File: config.mk
export PLATFORM = sky130hd
export DESIGN_NAME = lcd_i2c_rx
export DESIGN_NICKNAME = d
export VERILOG_FILES = /design/src/rtl/lcdrx_pkg.sv /design/src/rtl/lcdrx_sync.sv /design/src/rtl/lcdrx_link.sv /design/src/rtl/lcdrx_regs.sv /design/src/rtl/lcd_i2c_rx.sv
export SDC_FILE = /design/constraint.sdc
export NUM_CORES = 1
export LEC_CHECK = 0
export ABC_AREA = 0
export BUFFER_PORTS_ARGS = -buffer_cell sky130_fd_sc_hd__buf_2
export CORE_MARGIN = 2
export CORE_UTILIZATION = 58
export DETAILED_ROUTE_END_ITERATION = 10
export GPL_TIMING_DRIVEN = 0
export HOLD_SLACK_MARGIN = 0.15
export MAX_ROUTING_LAYER = met4
export PLACE_DENSITY = 0.79
export SYNTH_ARGS = -nofsm -noshare
export SYNTH_HDL_FRONTEND = slang
export SYNTH_HIERARCHICAL = 1
export SYNTH_SLANG_ARGS = --single-unit
File: constraint.sdc
create_clock -name clk -period 3.4 [get_ports clk]
set_input_delay 0.17 -clock clk [delete_from_list [all_inputs] [get_ports clk]]
set_output_delay 0.17 -clock clk [all_outputs]
set_load 0.05 [all_outputs]
File: src/rtl/lcdrx_pkg.sv
package lcdrx_pkg;

  typedef enum logic [2:0] {
    PH_IDLE,
    PH_ADDR,
    PH_CMD,
    PH_DATA,
    PH_SKIP
  } phase_e;

  typedef enum logic [2:0] {
    OP_NONE,
    OP_PTR,
    OP_SUB,
    OP_MODE,
    OP_BLINK
  } op_e;

  // Address byte accepted: upper bits match, LSB strap, write direction.
  function automatic logic addr_hit(input logic [7:0] b, input logic [5:0] hi,
                                    input logic sa0);
    return (b[7:1] == {hi, sa0}) && !b[0];
  endfunction

  // Classify a 7-bit command payload.
  function automatic op_e op_of(input logic [6:0] p);
    if (!p[6])                  return OP_PTR;
    else if (p[5:3] == 3'b100)  return OP_SUB;
    else if (p[5:3] == 3'b000)  return OP_MODE;
    else if (p[5:2] == 4'b1100) return OP_BLINK;
    else                        return OP_NONE;
  endfunction

  // RAM words filled by one display byte: ceil(8 / commons).
  function automatic logic [3:0] words_per_byte(input logic [1:0] duty);
    case (duty)
      2'b00:   return 4'd8;
      2'b01:   return 4'd4;
      2'b10:   return 4'd3;
      default: return 4'd2;
    endcase
  endfunction

endpackage

File: src/rtl/lcdrx_sync.sv
module lcdrx_sync #(
  parameter int LINES = 2
) (
  input  logic             clk,
  input  logic             rst_n,
  input  logic [LINES-1:0] pin_i,
  output logic [LINES-1:0] lvl_o,
  output logic [LINES-1:0] prev_o
);

  for (genvar g = 0; g < LINES; g++) begin : g_line
    logic [2:0] pipe;
    always_ff @(posedge clk or negedge rst_n) begin
      if (!rst_n) pipe <= 3'b111;
      else        pipe <= {pipe[1:0], pin_i[g]};
    end
    assign lvl_o[g]  = pipe[1];
    assign prev_o[g] = pipe[2];
  end

endmodule

File: src/rtl/lcdrx_link.sv
module lcdrx_link
  import lcdrx_pkg::*;
#(
  parameter logic [5:0] ADDR_HI = 6'b011100
) (
  input  logic       clk,
  input  logic       rst_n,
  input  logic       scl_rise,
  input  logic       scl_fall,
  input  logic       start_ev,
  input  logic       stop_ev,
  input  logic       sda_lvl,
  input  logic       sa0,
  input  logic       sel,
  output logic       byte_done,
  output logic [7:0] byte_val,
  output phase_e     phase_o,
  output logic       ack_o
);

  logic [7:0] shreg;
  logic [3:0] nbits;
  logic       in_ack;
  phase_e     phase;
  phase_e     phase_nxt;
  logic       want;

  assign byte_done = scl_fall && !in_ack && (nbits == 4'd8) && (phase != PH_IDLE);
  assign byte_val  = shreg;
  assign phase_o   = phase;

  always_comb begin
    want      = 1'b0;
    phase_nxt = phase;
    unique case (phase)
      PH_ADDR: begin
        want      = addr_hit(shreg, ADDR_HI, sa0);
        phase_nxt = want ? PH_CMD : PH_SKIP;
      end
      PH_CMD: begin
        want      = 1'b1;
        phase_nxt = shreg[7] ? PH_CMD : PH_DATA;
      end
      PH_DATA: want = sel;
      default: ;
    endcase
  end

  always_ff @(posedge clk or negedge rst_n) begin
    if (!rst_n) begin
      shreg  <= '0;
      nbits  <= '0;
      in_ack <= 1'b0;
      ack_o  <= 1'b0;
      phase  <= PH_IDLE;
    end else if (start_ev) begin
      nbits  <= '0;
      in_ack <= 1'b0;
      ack_o  <= 1'b0;
      phase  <= PH_ADDR;
    end else if (stop_ev) begin
      nbits  <= '0;
      in_ack <= 1'b0;
      ack_o  <= 1'b0;
      phase  <= PH_IDLE;
    end else begin
      if (scl_rise && !in_ack && phase != PH_IDLE && nbits != 4'd8) begin
        shreg <= {shreg[6:0], sda_lvl};
        nbits <= nbits + 4'd1;
      end
      if (byte_done) begin
        in_ack <= 1'b1;
        nbits  <= '0;
        ack_o  <= want;
        phase  <= phase_nxt;
      end else if (scl_fall && in_ack) begin
        in_ack <= 1'b0;
        ack_o  <= 1'b0;
      end
    end
  end

endmodule

File: src/rtl/lcdrx_regs.sv
module lcdrx_regs
  import lcdrx_pkg::*;
#(
  parameter int SEG_WORDS = 40,
  parameter int SUB_W     = 3,
  localparam int PTR_W    = $clog2(SEG_WORDS)
) (
  input  logic             clk,
  input  logic             rst_n,
  input  logic             cmd_done,
  input  logic             data_done,
  input  logic [7:0]       byte_val,
  input  logic [SUB_W-1:0] sub_strap,
  output logic             sel_o,
  output logic [PTR_W-1:0] ptr_o,
  output logic             bias_o,
  output logic [1:0]       duty_o,
  output logic [1:0]       blink_o,
  output logic             wr_en_o,
  output logic [PTR_W-1:0] wr_addr_o,
  output logic [7:0]       wr_data_o
);

  localparam logic [PTR_W:0] WORDS_V = (PTR_W+1)'(SEG_WORDS);

  logic [PTR_W-1:0] ptr;
  logic [SUB_W-1:0] sub;
  logic [PTR_W:0]   ptr_sum;
  logic             load_fits;

  assign ptr_sum   = {1'b0, ptr} + (PTR_W+1)'(words_per_byte(duty_o));
  assign load_fits = {2'b00, byte_val[5:0]} < 8'(SEG_WORDS);
  assign sel_o     = (sub == sub_strap);
  assign ptr_o     = ptr;

  always_ff @(posedge clk or negedge rst_n) begin
    if (!rst_n) begin
      ptr       <= '0;
      sub       <= '0;
      bias_o    <= 1'b0;
      duty_o    <= 2'b11;
      blink_o   <= 2'b00;
      wr_en_o   <= 1'b0;
      wr_addr_o <= '0;
      wr_data_o <= '0;
    end else begin
      wr_en_o <= 1'b0;
      if (cmd_done) begin
        unique case (op_of(byte_val[6:0]))
          OP_PTR:   if (load_fits) ptr <= PTR_W'(byte_val[5:0]);
          OP_SUB:   sub <= SUB_W'(byte_val[2:0]);
          OP_MODE: begin
            bias_o <= byte_val[2];
            duty_o <= byte_val[1:0];
          end
          OP_BLINK: blink_o <= byte_val[1:0];
          default: ;
        endcase
      end
      if (data_done) begin
        wr_en_o <= sel_o;
        if (sel_o) begin
          wr_addr_o <= ptr;
          wr_data_o <= byte_val;
        end
        if (ptr_sum >= WORDS_V) begin
          ptr <= '0;
          sub <= sub + 1'b1;
        end else begin
          ptr <= ptr_sum[PTR_W-1:0];
        end
      end
    end
  end

endmodule

File: src/rtl/lcd_i2c_rx.sv
module lcd_i2c_rx
  import lcdrx_pkg::*;
#(
  parameter int         SEG_WORDS = 40,
  parameter logic [5:0] ADDR_HI   = 6'b011100,
  localparam int        PTR_W     = $clog2(SEG_WORDS)
) (
  input  logic             clk,
  input  logic             rst_n,
  input  logic             scl_i,
  input  logic             sda_i,
  input  logic             sa0_i,
  input  logic [2:0]       sub_strap_i,
  output logic             sda_oe_o,
  output logic             bias_o,
  output logic [1:0]       duty_o,
  output logic [1:0]       blink_o,
  output logic             wr_en_o,
  output logic [PTR_W-1:0] wr_addr_o,
  output logic [7:0]       wr_data_o
);

  logic [1:0] lvl, prev;
  logic       scl_rise_w, scl_fall_w, start_w, stop_w;
  logic       byte_done_w, cmd_done_w, data_done_w, sel_w;
  logic [7:0] byte_w;
  logic [PTR_W-1:0] ptr_w;
  phase_e     phase_w;

  // line 0 = SCL, line 1 = SDA
  lcdrx_sync #(.LINES(2)) u_sync (
    .clk(clk), .rst_n(rst_n), .pin_i({sda_i, scl_i}), .lvl_o(lvl), .prev_o(prev)
  );

  assign scl_rise_w = lvl[0] && !prev[0];
  assign scl_fall_w = !lvl[0] && prev[0];
  assign start_w    = lvl[0] && prev[0] && prev[1] && !lvl[1];
  assign stop_w     = lvl[0] && prev[0] && !prev[1] && lvl[1];

  lcdrx_link #(.ADDR_HI(ADDR_HI)) u_link (
    .clk(clk), .rst_n(rst_n), .scl_rise(scl_rise_w), .scl_fall(scl_fall_w),
    .start_ev(start_w), .stop_ev(stop_w), .sda_lvl(lvl[1]), .sa0(sa0_i),
    .sel(sel_w), .byte_done(byte_done_w), .byte_val(byte_w), .phase_o(phase_w),
    .ack_o(sda_oe_o)
  );

  assign cmd_done_w  = byte_done_w && (phase_w == PH_CMD);
  assign data_done_w = byte_done_w && (phase_w == PH_DATA);

  lcdrx_regs #(.SEG_WORDS(SEG_WORDS), .SUB_W(3)) u_regs (
    .clk(clk), .rst_n(rst_n), .cmd_done(cmd_done_w), .data_done(data_done_w),
    .byte_val(byte_w), .sub_strap(sub_strap_i), .sel_o(sel_w), .ptr_o(ptr_w),
    .bias_o(bias_o), .duty_o(duty_o), .blink_o(blink_o), .wr_en_o(wr_en_o),
    .wr_addr_o(wr_addr_o), .wr_data_o(wr_data_o)
  );

endmodule

==> metrics.csv <==
metric,value,unit
outcome,completed,
layout.cells.non_filler,341,
synth_cell_types,63,
grt_max_degree,53,
cp.required,3.59,ns
ys_ff_latch,52,
hp-class,reg -> reg,
htreeDepth,2,
rsz0062_at_grt,no,
syn_inst,250,
finalHoldViolations,0,
fmax,316,MHz
grt_overflow,0,
diodes,0,
routed_wl,5.57,mm
final_nets,304,
start_util,61.2,%
die_area,5250,sq um
powerDensity,414,nW/um^2
drc,0,
rrSetupSlack,0.24,ns
dp_hpwl,3.89,mm
grt_pass1_wl,9.35,mm
synth_nets,266,
worstPathArrival,3.35,ns
min_period,3.16,ns
async_reset_ff_share,100,%
slew-limit-headroom,25.2,%
ir_drop,0.283,mV
drt_iter0_drc,152,
skew,0.00655,ns
crit_chain,buf_4 -> nor2b_1 -> nand4b_1 -> nor3_2 -> and4b_2 -> clkbuf_1 -> nand2_1 -> buf_2 -> mux2_2,
slowest_delay,0.53,ns
hold_slack,0.362,ns
maxSlewViolCount,0,
grt_pass1_vias,1999,
tightest_slew,1.12,ns
final_common_cell,dfrtp_1,
place.port_buffers,28,
worst_setup_path_end_kind,register,
antenna_found_initial,0,
mappedNetlistArea,2720,sq um
cts_max_path_buffers,2,
worst-path-max-fanout,10,
drive_gt1_share,30.4,%
cts.clk_slew.worst_paths,0.09,ns
firstDrtPassIters,4,
area_delta_synth_final,12.0,%
vias_per_cell,6.02,
synth.avg_cell_area,10.9,sq um
finalSetupViolCount,0,
p_leak,1.48,nW
die_w,72.5,um
n_fill_cell,356,
wire_per_inst,16.3,um
numCtsBuffers,5,
critPathSlowestCell,dfstp_2,
synthFlopType,dfrtp_1,
cts_tree,done,
core_region_area,4440,sq um
ant_nets,0,
final_cell_mix,"dfrtp_1 (44), buf_2 (30), nand2_1 (27)",
critPathLaunchType,register,
yosys_warnings,6,
period_share,92.9,%
maxCapViolations,0,
dp.cells,330,
post-cts-setup-buffers,0,
die_h,72.5,um
ys_seq_area_share,48.2,%
ios,29,
routabilityCongestion,0.871,
p_total,0.00126,W
fin_tns_setup,0,ns
fp-row-count,24,
vias,2054,
cts.sinks,52,
grt_usage,23.4,%
synth_edf_count,0,
cts-root-buf,clkbuf_8,
critPathKind,reg -> reg,
clock_latency,0.30,ns
==> kinds of logic after synthesis <==
kind of cell	count (synthesis)	synth area share, %
muxes	25	10.3
adders and majority gates	8	3.96
DFF	52	48.2
AOI/OAI and AO/OA	49	13.3
buffers and inverters	24	3.96
xor gates and xnor gates	6	1.93
and+or+nand+nor	86	18.3
==> repair_timing <==
action,CTS,global route
hold endpoints to repair,46,0
hold buffers,3,0
endpoints found under the setup margin,0,11
resized for setup,0,2
==> flip-flops by register name, indices dropped and copies added, names as in the netlist <==
name                count
u_link/ack_o            1
u_link/byte_val         8
u_link/in_ack           1
u_link/nbits            4
u_link/phase_o          3
u_regs/bias_o           1
u_regs/blink_o          2
u_regs/duty_o           2
u_regs/ptr_o            6
u_regs/sub              3
u_regs/wr_addr_o        6
u_regs/wr_data_o        8
u_regs/wr_en_o          1
u_sync/g_line.pipe      6
==> cell usage after synthesis, types with 2 or more instances <==
cell	instances	area share, %
nand3_1	3	0.55
o21ai_0	7	1.3
inv_1	14	1.9
and4b_1	2	0.74
mux2_2	24	9.9
dfstp_2	8	7.7
nand2_1	27	3.7
buf_4	4	1.1
nand2b_1	6	1.4
o211ai_1	5	1.4
xor2_1	5	1.6
or3_1	2	0.46
buf_2	2	0.37
a211oi_1	3	0.83
nor2b_1	4	0.92
ha_1	7	3.2
nor3_1	6	1.1
nand4_1	2	0.46
a21oi_1	12	2.2
dfrtp_1	44	40
nor2_1	14	1.9
nand4b_1	3	0.97
o221ai_1	3	0.97
clkbuf_1	4	0.55
==> critical path: cells and delay by family, from the launching register on <==
| family | cells | cell delay, ns |
|---|---|---|
| multiplexers | 1 | 0.29 |
| flip-flops | 1 | 0.53 |
| buffers and inverters | 3 | 0.78 |
| AND/OR/NAND/NOR | 5 | 1.45 |
==> report_power, final <==
group | total [W] | internal [W] | switching (W)
logic | 0.000151 | 0.0000797 | 0.0000716
registers | 0.000779 | 0.000672 | 0.000107
clock network | 0.000332 | 0.000145 | 0.000188
==> layer usage <==
layer | track usage [%] | up-vias | part of all wire [%]
li1 | - | 979 | -
met1 | 30.0 | 1018 | 46
met2 | 38.5 | 50 | 50
met3 | 4.44 | 7 | 3.5
met4 | 6.38 | 0 | 0.99
met5 | - | - | 0
==> path summary, 6_finish.rpt <==
| path | end | start | cells after the start |
|---|---|---|---|
| max | u_regs/wr_data_o[2] | u_sync/g_line[0].pipe[2] | 9 |
| max in group asynchronous | u_regs/wr_addr_o[0] | rst_n | 2 |
| min | u_sync/g_line[1].pipe[1] | u_sync/g_line[1].pipe[0] | 0 |
| min in group asynchronous | u_regs/wr_en_o | rst_n | 2 |
| min reg2reg | u_sync/g_line[1].pipe[1] | u_sync/g_line[1].pipe[0] | 0 |
| max reg2reg | u_regs/wr_data_o[2] | u_sync/g_line[0].pipe[2] | 9 |
==> final cells by class <==
| cell class | count | area [sq um] | share of cell area [%] |
|---|---|---|---|
| Buffer | 10 | 55.1 | 1.81 |
| Clock buffer | 7 | 76.3 | 2.51 |
| Clock inverter | 1 | 5.00 | 0.164 |
| Inverter | 14 | 52.6 | 1.73 |
| Multi-Input combinational cell | 174 | 1310 | 43.0 |
| Sequential cell | 52 | 1310 | 43.1 |
| Tap cell | 52 | 65.1 | 2.14 |
| Timing Repair Buffer | 31 | 170 | 5.59 |
==> per-stage QoR <==
| step | instance area [sq um] | setup slack [ns] | utilization (%) |
|---|---|---|---|
| after global placement | 2930 | 0.175 | 65.8 |
| after detailed placement | 2930 | 0.140 | 65.8 |
| after floorplan | 2720 | 0.503 | - |
| final | 3050 | 0.240 | 68.5 |
| after CTS | 3040 | 0.0282 | 68.3 |
| after global routing | 3050 | 0.0418 | 68.5 |
No activity file was read; power rests on OpenSTA's default activity.
